--- config.mk ---
export PLATFORM = sky130hd
export DESIGN_NAME = sram_ctl
export DESIGN_NICKNAME = d
export VERILOG_FILES = /design/src/rtl/sram_ctl_pkg.sv /design/src/rtl/sram_ctl_timer.sv /design/src/rtl/sram_ctl_dp.sv /design/src/rtl/sram_ctl.sv
export SDC_FILE = /design/constraint.sdc
export NUM_CORES = 1
export LEC_CHECK = 0
export BUFFER_PORTS_ARGS = -buffer_cell sky130_fd_sc_hd__buf_2
export CAP_MARGIN = 40
export CORE_MARGIN = 2
export CORE_UTILIZATION = 35
export DETAILED_ROUTE_END_ITERATION = 16
export PLACE_DENSITY = 0.6
export SKIP_CTS_REPAIR_TIMING = 1
export SKIP_LAST_GASP = 1
export SYNTH_ARGS = -nofsm -noshare
export SYNTH_HDL_FRONTEND = slang
export SYNTH_HIERARCHICAL = 1
export SYNTH_SLANG_ARGS = --single-unit
export TNS_END_PERCENT = 20
--- constraint.sdc ---
create_clock -name clk_i -period 3.5 [get_ports clk_i]
set_input_delay 0.35 -clock clk_i [delete_from_list [all_inputs] [get_ports clk_i]]
set_output_delay 0.35 -clock clk_i [all_outputs]
set_load 0.1 [all_outputs]
--- src/rtl/sram_ctl_pkg.sv ---
package sram_ctl_pkg;

  typedef enum logic [2:0] {
    ST_IDLE, ST_RD, ST_REC, ST_WA, ST_WP, ST_WH
  } state_e;

  typedef struct packed {
    logic ce_n;
    logic ce2;
    logic oe_n;
    logic we_n;
    logic dq_oe;
  } stb_t;

  function automatic int ns2cyc(input int ns, input int clk_ns);
    int c;
    c = (ns + clk_ns - 1) / clk_ns;
    return (c < 1) ? 1 : c;
  endfunction

  function automatic int max3(input int a, input int b, input int c);
    int m;
    m = (a > b) ? a : b;
    return (m > c) ? m : c;
  endfunction

  function automatic stb_t stb_of(input state_e s);
    case (s)
      ST_RD:   return '{ce_n: 1'b0, ce2: 1'b1, oe_n: 1'b0, we_n: 1'b1, dq_oe: 1'b0};
      ST_WA:   return '{ce_n: 1'b0, ce2: 1'b1, oe_n: 1'b1, we_n: 1'b1, dq_oe: 1'b0};
      ST_WP:   return '{ce_n: 1'b0, ce2: 1'b1, oe_n: 1'b1, we_n: 1'b0, dq_oe: 1'b1};
      ST_WH:   return '{ce_n: 1'b0, ce2: 1'b1, oe_n: 1'b1, we_n: 1'b1, dq_oe: 1'b1};
      default: return '{ce_n: 1'b1, ce2: 1'b0, oe_n: 1'b1, we_n: 1'b1, dq_oe: 1'b0};
    endcase
  endfunction

endpackage

--- src/rtl/sram_ctl_timer.sv ---
module sram_ctl_timer #(
  parameter int TW = 4
) (
  input  logic          clk_i,
  input  logic          rst_ni,
  input  logic          load_i,
  input  logic [TW-1:0] val_i,
  output logic          done_o
);

  logic [TW-1:0] cnt_q;

  always_ff @(posedge clk_i or negedge rst_ni) begin
    if (!rst_ni)          cnt_q <= '0;
    else if (load_i)      cnt_q <= val_i - TW'(1);
    else if (cnt_q != '0) cnt_q <= cnt_q - TW'(1);
  end

  assign done_o = (cnt_q == '0);

  // a phase of zero clocks would collapse a timing window
  load_nonzero_chk: assert property (@(posedge clk_i) disable iff (!rst_ni)
    load_i |-> (val_i != '0));

endmodule

--- src/rtl/sram_ctl_dp.sv ---
module sram_ctl_dp #(
  parameter int AW = 17,
  parameter int DW = 8
) (
  input  logic          clk_i,
  input  logic          rst_ni,
  input  logic          cap_i,
  input  logic          smp_i,
  input  logic [AW-1:0] req_addr_i,
  input  logic [DW-1:0] req_wdata_i,
  input  logic [DW-1:0] mem_dq_i,
  output logic [AW-1:0] addr_o,
  output logic [DW-1:0] wdata_o,
  output logic [DW-1:0] rdata_o,
  output logic          rvalid_o
);

  always_ff @(posedge clk_i or negedge rst_ni) begin
    if (!rst_ni) begin
      addr_o  <= '0;
      wdata_o <= '0;
    end else if (cap_i) begin
      addr_o  <= req_addr_i;
      wdata_o <= req_wdata_i;
    end
  end

  always_ff @(posedge clk_i or negedge rst_ni) begin
    if (!rst_ni) begin
      rdata_o  <= '0;
      rvalid_o <= 1'b0;
    end else begin
      rvalid_o <= smp_i;
      if (smp_i) rdata_o <= mem_dq_i;
    end
  end


  rvalid_pulse_chk: assert property (@(posedge clk_i) disable iff (!rst_ni)
    rvalid_o |=> !rvalid_o);

endmodule

--- src/rtl/sram_ctl.sv ---
module sram_ctl
  import sram_ctl_pkg::*;
#(
  parameter int AW        = 17,
  parameter int DW        = 8,
  parameter int CLK_NS    = 20,
  parameter int T_RC_NS   = 55,
  parameter int T_AA_NS   = 55,
  parameter int T_OE_NS   = 30,
  parameter int T_HZ_NS   = 20,
  parameter int T_WC_NS   = 55,
  parameter int T_WP_NS   = 45,
  parameter int T_DSU_NS  = 25
) (
  input  logic          clk_i,
  input  logic          rst_ni,
  input  logic [AW-1:0] req_addr_i,
  input  logic [DW-1:0] req_wdata_i,
  input  logic          req_rd_i,
  input  logic          req_wr_i,
  output logic          ready_o,
  output logic [DW-1:0] rdata_o,
  output logic          rvalid_o,
  output logic [AW-1:0] mem_addr_o,
  output logic          mem_ce_no,
  output logic          mem_ce2_o,
  output logic          mem_oe_no,
  output logic          mem_we_no,
  output logic [DW-1:0] mem_dq_o,
  output logic          mem_dq_oe_o,
  input  logic [DW-1:0] mem_dq_i
);

  localparam int HZ_CYC = ns2cyc(T_HZ_NS, CLK_NS);
  localparam int RD_CYC = max3(ns2cyc(T_AA_NS, CLK_NS), ns2cyc(T_OE_NS, CLK_NS),
                               ns2cyc(T_RC_NS, CLK_NS) - HZ_CYC);
  localparam int WP_CYC = max3(ns2cyc(T_WP_NS, CLK_NS), ns2cyc(T_DSU_NS, CLK_NS),
                               ns2cyc(T_WC_NS, CLK_NS) - 2);
  localparam int MAX_CYC = max3(HZ_CYC, RD_CYC, WP_CYC);
  localparam int TW      = $clog2(MAX_CYC + 1) + 1;
  localparam logic [TW-1:0] ONE_V = TW'(1);
  localparam logic [TW-1:0] HZ_V  = TW'(HZ_CYC);
  localparam logic [TW-1:0] RD_V  = TW'(RD_CYC);
  localparam logic [TW-1:0] WP_V  = TW'(WP_CYC);

  state_e        st_q, st_d;
  stb_t          stb_q;
  logic          ld, cap, smp, done;
  logic [TW-1:0] ld_val;

  always_comb begin
    st_d   = st_q;
    ld     = 1'b0;
    ld_val = ONE_V;
    cap    = 1'b0;
    smp    = 1'b0;
    case (st_q)
      ST_IDLE: begin
        if (req_wr_i) begin
          st_d = ST_WA; ld = 1'b1; ld_val = ONE_V; cap = 1'b1;
        end else if (req_rd_i) begin
          st_d = ST_RD; ld = 1'b1; ld_val = RD_V; cap = 1'b1;
        end
      end
      ST_RD:  if (done) begin st_d = ST_REC; ld = 1'b1; ld_val = HZ_V; smp = 1'b1; end
      ST_REC: if (done) st_d = ST_IDLE;
      ST_WA:  if (done) begin st_d = ST_WP; ld = 1'b1; ld_val = WP_V; end
      ST_WP:  if (done) begin st_d = ST_WH; ld = 1'b1; ld_val = ONE_V; end
      ST_WH:  if (done) st_d = ST_IDLE;
      default: st_d = ST_IDLE;
    endcase
  end

  // strobes registered from next state so the pins never glitch
  always_ff @(posedge clk_i or negedge rst_ni) begin
    if (!rst_ni) begin
      st_q  <= ST_IDLE;
      stb_q <= stb_of(ST_IDLE);
    end else begin
      st_q  <= st_d;
      stb_q <= stb_of(st_d);
    end
  end

  sram_ctl_timer #(.TW(TW)) u_timer (
    .clk_i  (clk_i),
    .rst_ni (rst_ni),
    .load_i (ld),
    .val_i  (ld_val),
    .done_o (done)
  );

  sram_ctl_dp #(.AW(AW), .DW(DW)) u_dp (
    .clk_i       (clk_i),
    .rst_ni      (rst_ni),
    .cap_i       (cap),
    .smp_i       (smp),
    .req_addr_i  (req_addr_i),
    .req_wdata_i (req_wdata_i),
    .mem_dq_i    (mem_dq_i),
    .addr_o      (mem_addr_o),
    .wdata_o     (mem_dq_o),
    .rdata_o     (rdata_o),
    .rvalid_o    (rvalid_o)
  );

  assign ready_o     = (st_q == ST_IDLE);
  assign mem_ce_no   = stb_q.ce_n;
  assign mem_ce2_o   = stb_q.ce2;
  assign mem_oe_no   = stb_q.oe_n;
  assign mem_we_no   = stb_q.we_n;
  assign mem_dq_oe_o = stb_q.dq_oe;

  // clocks since output enable was released, saturating
  logic [TW-1:0] hz_q;
  always_ff @(posedge clk_i or negedge rst_ni) begin
    if (!rst_ni)         hz_q <= HZ_V;
    else if (!mem_oe_no) hz_q <= '0;
    else if (hz_q < HZ_V) hz_q <= hz_q + ONE_V;
  end


  idle_standby_chk: assert property (@(posedge clk_i) disable iff (!rst_ni)
    ready_o |-> (mem_ce_no && !mem_ce2_o && mem_oe_no && mem_we_no && !mem_dq_oe_o));

  we_oe_high_chk: assert property (@(posedge clk_i) disable iff (!rst_ni)
    !mem_we_no |-> (mem_oe_no && mem_dq_oe_o));

  wdata_stable_chk: assert property (@(posedge clk_i) disable iff (!rst_ni)
    (mem_dq_oe_o && $past(mem_dq_oe_o)) |-> $stable(mem_dq_o));

  addr_hold_chk: assert property (@(posedge clk_i) disable iff (!rst_ni)
    !mem_we_no |-> $stable(mem_addr_o));

  we_in_ce_chk: assert property (@(posedge clk_i) disable iff (!rst_ni)
    !mem_we_no |-> (!mem_ce_no && mem_ce2_o));

  ce_after_we_chk: assert property (@(posedge clk_i) disable iff (!rst_ni)
    $rose(mem_we_no) |-> (!mem_ce_no && mem_ce2_o));

  bus_turn_chk: assert property (@(posedge clk_i) disable iff (!rst_ni)
    mem_dq_oe_o |-> (mem_oe_no && hz_q >= HZ_V));

  busy_strobe_chk: assert property (@(posedge clk_i) disable iff (!rst_ni)
    !mem_ce_no |-> !ready_o);

endmodule

==> flow_summary.yaml, run 1 <==
worst_hold_path:
  min_to: "u_dp/addr_o[11]"
  worstHoldStart: "req_addr_i[11]"
  hp-class: "in -> reg"
  hold_depth: 2
logic_synthesis:
  yosysUniqueCellTypes: 36
  yosysTopAreaCellShare: 0.537
  yosysSeqAreaShare: 0.578
  yosys_warnings: 6
  ys_ff_latch: 45
  synth_edf_count: 0
  syn_area_per_cell_um2: 14.4
  synth_ff_type: "dfrtp_1"
  async_flop_share: 1.00
  synth_area_um2: 1960
  synthCells: 136
  synthTopCellsByArea: "dfrtp_1 54%, mux2_4 15%, mux2_2 7.5%, dfstp_2 4.0%, buf_12 2.0%"
  synth_top_cell_by_area: "dfrtp_1"
clock_tree:
  cts_tree: "built"
  clock-sinks: 45
  htree_levels: 2
  insertion_delay_ps: 290
  cts_buffers: 5
  cts_root_buf: "clkbuf_8"
  clk_pin_slew_ps: 80
  clock_path_buffers: 2
finish:
  fin_nets: 254
  final_layout_size_suffix_gt1_frac: 0.581
  antenna_cells: 0
  area_delta_synth_final_pct: 28.8
critical_path:
  rrSetupSlack_ps: 850
  r2r-start: "u_timer/cnt_q[1]"
  r2r_end: "u_timer/cnt_q[2]"
  worstSetupEndpointType: "flop"
  cp-start-kind: "flop"
  cp_cell_sequence: "nor3_1 > buf_4 > nand2_1 > o32ai_1 > mux2i_1 > ha_1 > inv_1 > or3_1 > a22oi_1"
  required_ps: 3710
  path_class: "reg -> reg"
  ff2ff_path_depth: 9
  critPathMaxFanout: 8
  cp_slowest_cell: "o32ai_1"
  cp.arrival_ps: 2850
  max_stage_delay_ps: 700
sta:
  layout_min_cycle_time_ps: 2650
  rsz0062_at_grt: "false"
  slew_violations: 0
  finalCritPeriodShare: 0.756
  setup_tns_ps: 0
  maxSlewHeadroom: 0.452
  hold_violations: 0
  fin_skew_ps: 6.30
  worstMarginPinSlew_ps: 820
  fmax_mhz: 378
  finalSetupViolCount: 0
run:
  drv_cap: 0
routing:
  drtIter0Drc: 31
  drt_pre_antenna_iters: 4
  postRouteAntennaNets: 0
  drc: 0
  dr_total_vias: 1282
  wl_um: 3570
  vias_per_cell: 4.44
  wl_per_cell_um: 12.3
global_route:
  antenna_found_initial: 0
  grt_pass1_wl_um: 6040
  first_global_vias: 1301
  track_usage: 0.125
  grt_overflow: 0
  grt_max_degree: 32
die:
  rows: 27
  initial_utilization: 0.360
  die_area_um2: 6200
  die_h_um: 78.8
  core-area_um2: 5440
  fp.dieW_um: 78.8
  io_pins: 77
outcome:
  outcome: "complete, no violations"
placed_design:
  post-dp-hpwl_um: 2540
  port_buffers: 76
  gp_congestion: 0.748
-- sequential cells by signal, summed over array words and instances (netlist names) --
register / cells
u_timer/cnt_q: 3
u_dp/rdata_o: 8
st_q: 3
mem_we_no: 1
u_dp/wdata_o: 8
mem_ce_no: 1
u_dp/rvalid_o: 1
mem_dq_oe_o: 1
u_dp/addr_o: 17
mem_ce2_o: 1
mem_oe_no: 1
-- per-layer routing --
| metal | wire length [um] | share of wire | up-vias | track usage |
|---|---|---|---|---|
| met2 | 1470 | 0.41 | 51 | 0.181 |
| met4 | 38 | 0.011 | 0 | 0.0368 |
| met1 | 1770 | 0.50 | 595 | 0.179 |
| li1 | - | - | 631 | - |
| met3 | 284 | 0.080 | 5 | 0.0398 |
| met5 | 0 | 0 | - | 0 |
-- per-stage QoR --
step / hold slack (ps) / instance area, um2 / util / cells / setup WS, ps
5_1_grt: 265 / 2520 / 0.463 / 289 / 543
4_1_cts: -45.9 / 2510 / 0.461 / 288 / 812
3_5_place_dp: 276 / 2390 / 0.440 / 280 / 816
2_1_floorplan: 54.4 / 1960 / - / 137 / 769
3_3_place_gp: 485 / 2370 / 0.436 / 279 / 926
6_report: 284 / 2520 / 0.463 / 289 / 855
-- placed cells by master (no fill, tap or decap), types with 2 or more instances in the layout --
cell type and count:
or3_1 2, o21ai_0 4, nand2_1 2, a21o_1 2, mux2_4 20, buf_2 76, a211oi_1 2, mux2_2 13
mux2i_1 2, conb_1 3, inv_1 4, dfrtp_1 42, nor2_1 6, clkbuf_8 6, dfstp_2 3, nor3_1 2
a21oi_1 5, buf_4 2
-- worst max path at each step --
stage | end | from | slack, ps | cells after the start
finish | u_timer/cnt_q[2] | u_timer/cnt_q[1] | 850 | 9
CTS | u_timer/cnt_q[2] | u_timer/cnt_q[1] | 810 | 9
detailed placement | u_timer/cnt_q[2] | u_timer/cnt_q[1] | 820 | 9
floorplan | u_dp/addr_o[0] | st_q[0] | 770 | 6
global placement | u_timer/cnt_q[2] | u_timer/cnt_q[1] | 930 | 9
global route | u_timer/cnt_q[2] | u_timer/cnt_q[1] | 540 | 9
-- layout make-up --
| class | instances | area (um2) |
|---|---|---|
| clock buffer | 7 | 86.3 |
| sequential | 45 | 1130 |
| clock inverter | 1 | 30.0 |
| multi-input combinational | 80 | 742 |
| tap | 72 | 90.1 |
| timing repair buffer | 80 | 425 |
| inverter | 4 | 15.0 |
| fill | 488 | 2920 |
-- worst max-delay path, delay by kind of cell (launching register included) --
kind                     cells  cell delay (ps)
AND/OR/NAND/NOR              3              600
buffers and inverters        2              230
AO/OA/AOI/OAI                2              860
multiplexers                 1              280
adder cells (fa/ha/maj)      1              200
flip-flops                   1              410
-- cell usage after synthesis (2+ instances only) --
| cell | count |
|---|---|
| a21o_1 | 2 |
| buf_2 | 3 |
| conb_1 | 2 |
| mux2i_1 | 2 |
| a211oi_1 | 2 |
| dfrtp_1 | 42 |
| mux2_2 | 13 |
| mux2_4 | 20 |
| o21ai_0 | 4 |
| inv_1 | 4 |
| nand2_1 | 2 |
| nor3_1 | 3 |
| a21oi_1 | 5 |
| or3_1 | 2 |
| buf_12 | 2 |
| dfstp_2 | 3 |
| nor2_1 | 6 |
-- cells by family (layout without fill, tap and decap cells) --
group | after synthesis | in the layout | share of synthesized area
flops | 45 | 45 | 0.578
mux | 35 | 35 | 0.239
compound gates | 20 | 20 | 0.0672
simple gates | 20 | 20 | 0.0544
buf+inv | 12 | 92 | 0.0473
other cells | 2 | 3 | 0.00384
fa+ha+maj | 1 | 1 | 0.00640
xor+xnor | 1 | 1 | 0.00448
Power of run 1 is left out: the tool's default activity adds up to more than one toggle a clock period on the data nets, which glitch-free logic cannot reach.
==> run 2: changes to the inputs <==
PLACE_DENSITY = 0.62   (was 0.6)
clock period = 2.2 ns   (was 3.5 ns; I/O delays follow)
==> run 2 against run 1 <==
Non-clock buffer count rose by 11. Register-to-register slack got worse by 830 ps. Maximum frequency rose by 22%. Flip-flop and latch count did not move. Cell area rose by 4.7%. First-iteration DRC count fell by 26%. Core utilization rose by 2.2 points. Setup slack got worse by 830 ps. Die area did not move.
==> flow_summary.yaml, run 2 (synthesis gave the netlist of run 1 again) <==
outcome:
  outcome: "complete, no violations"
critical_path:
  required_ps: 2400
  critPathMaxFanout: 4
  cp-start-kind: "flop"
  max_stage_delay_ps: 440
  worstPathBufferInverterCount: 1
  critPathTopFamily: "simple AND/OR/NAND/NOR gates"
  cp_cell_sequence: "nor3_4 > nand2_2 > o32ai_4 > mux2i_1 > ha_2 > inv_2 > or3_1 > a22oi_1"
  path_class: "reg -> reg"
  worstSetupEndpointType: "flop"
  cp_slowest_cell: "dfrtp_2"
  cp.arrival_ps: 2370
routing:
  vias_per_cell: 4.51
  postRouteAntennaNets: 0
  dr_total_vias: 1354
  drt_pre_antenna_iters: 4
  wl_um: 3880
  wl_per_cell_um: 12.9
  drc: 0
  drtIter0Drc: 23
clock_tree:
  cts_buffers: 5
  clock-sinks: 45
  cts_root_buf: "clkbuf_8"
  insertion_delay_ps: 290
  clock_path_buffers: 2
  clk_pin_slew_ps: 80
  htree_levels: 2
  cts_tree: "built"
global_route:
  grt_pass1_wl_um: 6350
  grt_overflow: 0
  track_usage: 0.131
  grt_max_degree: 26
  antenna_found_initial: 0
  first_global_vias: 1332
finish:
  largest_reg_flops: 17
  finalCoreUtilization: 0.485
  area_delta_synth_final_pct: 34.8
  final_cell_mix: "76 x buf_2, 40 x dfrtp_1, 20 x mux2_4, 14 x buf_4, 13 x mux2_2"
  top_regs: "u_dp/addr_o x17, u_dp/rdata_o x8, u_dp/wdata_o x8"
  final_layout_size_suffix_gt1_frac: 0.636
  antenna_cells: 0
  final_common_cell: "buf_2"
  top_register: "u_dp/addr_o"
  fin_nets: 265
  finalInstanceArea_um2: 2640
placed_design:
  port_buffers: 76
  gp_congestion: 0.802
  placed_cell_area_um2: 2460
  post-dp-hpwl_um: 2790
sta:
  layout_min_cycle_time_ps: 2170
  fin_skew_ps: 6.63
  finalSetupViolCount: 0
  finalCritPeriodShare: 0.987
  slew_violations: 0
  hold_violations: 0
  rsz0062_at_grt: "true"
  fmax_mhz: 461
die:
  io_pins: 77
  die_area_um2: 6200
  fp.dieW_um: 78.8
  initial_utilization: 0.360
  rows: 27
  die_h_um: 78.8
  core-area_um2: 5440
run:
  drv_cap: 0
worst_hold_path:
  hp-class: "in -> reg"
[run 2: worst paths after layout]
path / startpoint / endpoint / slack (ps) / depth (start not counted)
max in group asynchronous: rst_ni / mem_ce_no / 1260 / 3
hold reg to reg: u_dp/rdata_o[3] / u_dp/rdata_o[3] / 510 / 1
hold / removal: req_addr_i[9] / u_dp/addr_o[9] / 160 / 2
setup / recovery: u_timer/cnt_q[0] / u_timer/cnt_q[2] / 30 / 8
min in group asynchronous: rst_ni / u_dp/addr_o[10] / 360 / 2
setup reg to reg: u_timer/cnt_q[0] / u_timer/cnt_q[2] / 30 / 8
[run 2: metal layers]
metal	wire length, um	track usage	up-vias
li1	-	-	656
met1	1930	0.180	640
met2	1650	0.206	51
met3	250	0.0330	7
met4	46	0.0421	0
met5	0	0	-
[run 2: area by class of cell]
cell class                 instances  area (um2)
tap                               72        90.1
multi-input combinational         80         787
inverter                           4        15.0
clock buffer                       7        86.3
sequential                        45        1130
fill                             509        2800
timing repair buffer              91         495
clock inverter                     1        30.0
[run 2: stage by stage]
stage               hold WS [ps]  setup TNS (ps)  setup slack (ps)  std cells
global placement             132               0              57.7        288
finish                       156               0              29.1        300
detailed placement           142           -80.5             -80.5        288
floorplan                  -75.6            -645             -33.1        137
global route                 144            -108              -108        300
CTS                         -180           -80.6             -80.6        296
Power of run 2 is left out for the same reason.
==> run 3: changes to the inputs <==
BUFFER_PORTS_ARGS = -buffer_cell sky130_fd_sc_hd__buf_4   (was -buffer_cell sky130_fd_sc_hd__buf_2)
==> run 3 against run 2 <==
Hold slack got worse by 2.9 ps. Sequential share of layout area decreased by 2.5 points. Maximum frequency grew 1.6%. Die area unchanged. Clock skew shrank 1.9 ps. Critical path depth did not move. Flip-flop and latch count unchanged. Cell count decreased by 0.33%. Wire length rose by 2.5%. Core utilization is 2.9 points higher. Setup slack better by 34 ps. Cell area is 6.1% higher. Critical path type unchanged. Highest routed layer unchanged.
==> flow_summary.yaml, run 3 (synthesis gave the netlist of run 1 again) <==
die:
  fp.dieW_um: 78.8
  die_h_um: 78.8
  die_area_um2: 6200
  rows: 27
  io_pins: 77
  initial_utilization: 0.360
  core-area_um2: 5440
critical_path:
  path_depth: 8
  cp.arrival_ps: 2350
  worstSetupEndpointType: "flop"
  max_stage_delay_ps: 440
  worstPathBufferInverterCount: 1
  required_ps: 2420
  cp-start-kind: "flop"
  ff2ff_path_depth: 8
  cp_slowest_cell: "dfrtp_2"
  path_class: "reg -> reg"
  critPathTopFamily: "simple AND/OR/NAND/NOR gates"
  critPathMaxFanout: 4
  cp_cell_sequence: "nor3_4 > nand2_2 > o32ai_4 > mux2i_1 > ha_2 > inv_2 > or3_1 > a22oi_2"
sta:
  finalCritPeriodShare: 0.972
  worstMarginPinSlew_ps: 550
  slew_violations: 0
  setup_tns_ps: 0
  fin_skew_ps: 4.75
  hold_violations: 0
  rsz0062_at_grt: "true"
  fin_ws_ps: 62.6
  finalSetupViolCount: 0
  layout_min_cycle_time_ps: 2140
  fmax_mhz: 468
  maxSlewHeadroom: 0.633
global_route:
  use_met1: 0.177
  grt_max_degree: 46
  first_global_vias: 1362
  track_usage: 0.131
  met2_usage: 0.198
  grt_util_met3: 0.0409
  grt_pass1_wl_um: 6350
  antenna_found_initial: 0
  grt_overflow: 0
  busiest_layer: "met2"
finish:
  top_regs: "u_dp/addr_o x17, u_dp/rdata_o x8, u_dp/wdata_o x8"
  final_common_cell: "buf_4"
  antenna_cells: 0
  largest_reg_flops: 17
  stdcell_count: 299
  fin_nets: 264
  top_register: "u_dp/addr_o"
  final_layout_size_suffix_gt1_frac: 0.643
  final_cell_mix: "89 x buf_4, 41 x dfrtp_1, 20 x mux2_4, 13 x mux2_2, 6 x nor2_1"
  finalInstanceArea_um2: 2800
  area_delta_synth_final_pct: 43.0
run:
  drv_cap: 0
clock_tree:
  cts_root_buf: "clkbuf_8"
  clk_pin_slew_ps: 80
  clock-sinks: 45
  cts_buffers: 5
  cts_tree: "built"
  insertion_delay_ps: 290
  htree_levels: 2
  clock_path_buffers: 2
routing:
  wl_um: 3970
  dr_total_vias: 1347
  vias_per_cell: 4.51
  wl_per_cell_um: 13.3
  drc: 0
  drt_pre_antenna_iters: 4
  drtIter0Drc: 31
  postRouteAntennaNets: 0
placed_design:
  placed_cells: 286
  placed_cell_area_um2: 2630
  place_ws_ps: -90.1
  gp_congestion: 0.822
  port_buffers: 76
  post-dp-hpwl_um: 2700
outcome:
  outcome: "complete, no violations"
worst_hold_path:
  hp-class: "in -> reg"
  hold_depth: 2
==> run 3: cell types whose count changed in the layout (fill, tap and decap cells not counted) <==
cell / before / now
bufinv_16: 1 / 0
dfrtp_1: 40 / 41
clkbuf_1: 1 / 0
buf_2: 76 / 0
a22oi_2: 0 / 1
a21oi_2: 0 / 1
clkinvlp_4: 0 / 1
clkinv_2: 0 / 2
a22oi_1: 1 / 0
clkbuf_8: 6 / 5
buf_4: 14 / 89
dfrtp_2: 2 / 1
a21oi_1: 5 / 4
==> run 3: cell type report <==
type | count | area, um2
fillers | 482 | 2640
multi-input cells | 80 | 796
well taps | 72 | 90.1
repair buffers | 90 | 678
clock inverters | 3 | 17.5
clock buffers | 5 | 68.8
inverters | 4 | 15.0
flip-flops and latches | 45 | 1130
==> run 3: path summary, 6_finish.rpt <==
check / start / end / slack (ps)
max: u_timer/cnt_q[0] / u_timer/cnt_q[2] / 60
min reg2reg: u_dp/wdata_o[7] / u_dp/wdata_o[7] / 510
min in group asynchronous: rst_ni / u_dp/addr_o[11] / 490
max reg2reg: u_timer/cnt_q[0] / u_timer/cnt_q[2] / 60
min: req_addr_i[3] / u_dp/addr_o[3] / 150
max in group asynchronous: rst_ni / u_timer/cnt_q[0] / 1310
==> run 3: per-stage QoR <==
step / util / hold WS, ps
detailed placement: 0.484 / 261
global placement: 0.484 / 261
floorplan: - / -75.6
CTS: 0.500 / -65.3
finish: 0.514 / 153
global route: 0.514 / 134
==> run 3: metal layers <==
metal	part of all wire	vias up
li1	-	649
met1	0.44	634
met2	0.47	59
met3	0.080	5
met4	0.012	0
met5	0	-
==> run 3: worst register-to-register path, cell delays in order, from the launching register on <==
cell and delay, ps:
dfrtp_2 440, nor3_4 260, nand2_2 110, o32ai_4 250, mux2i_1 250, ha_2 210, inv_2 40, or3_1 320
a22oi_2 180
Power of run 3 is left out for the same reason.
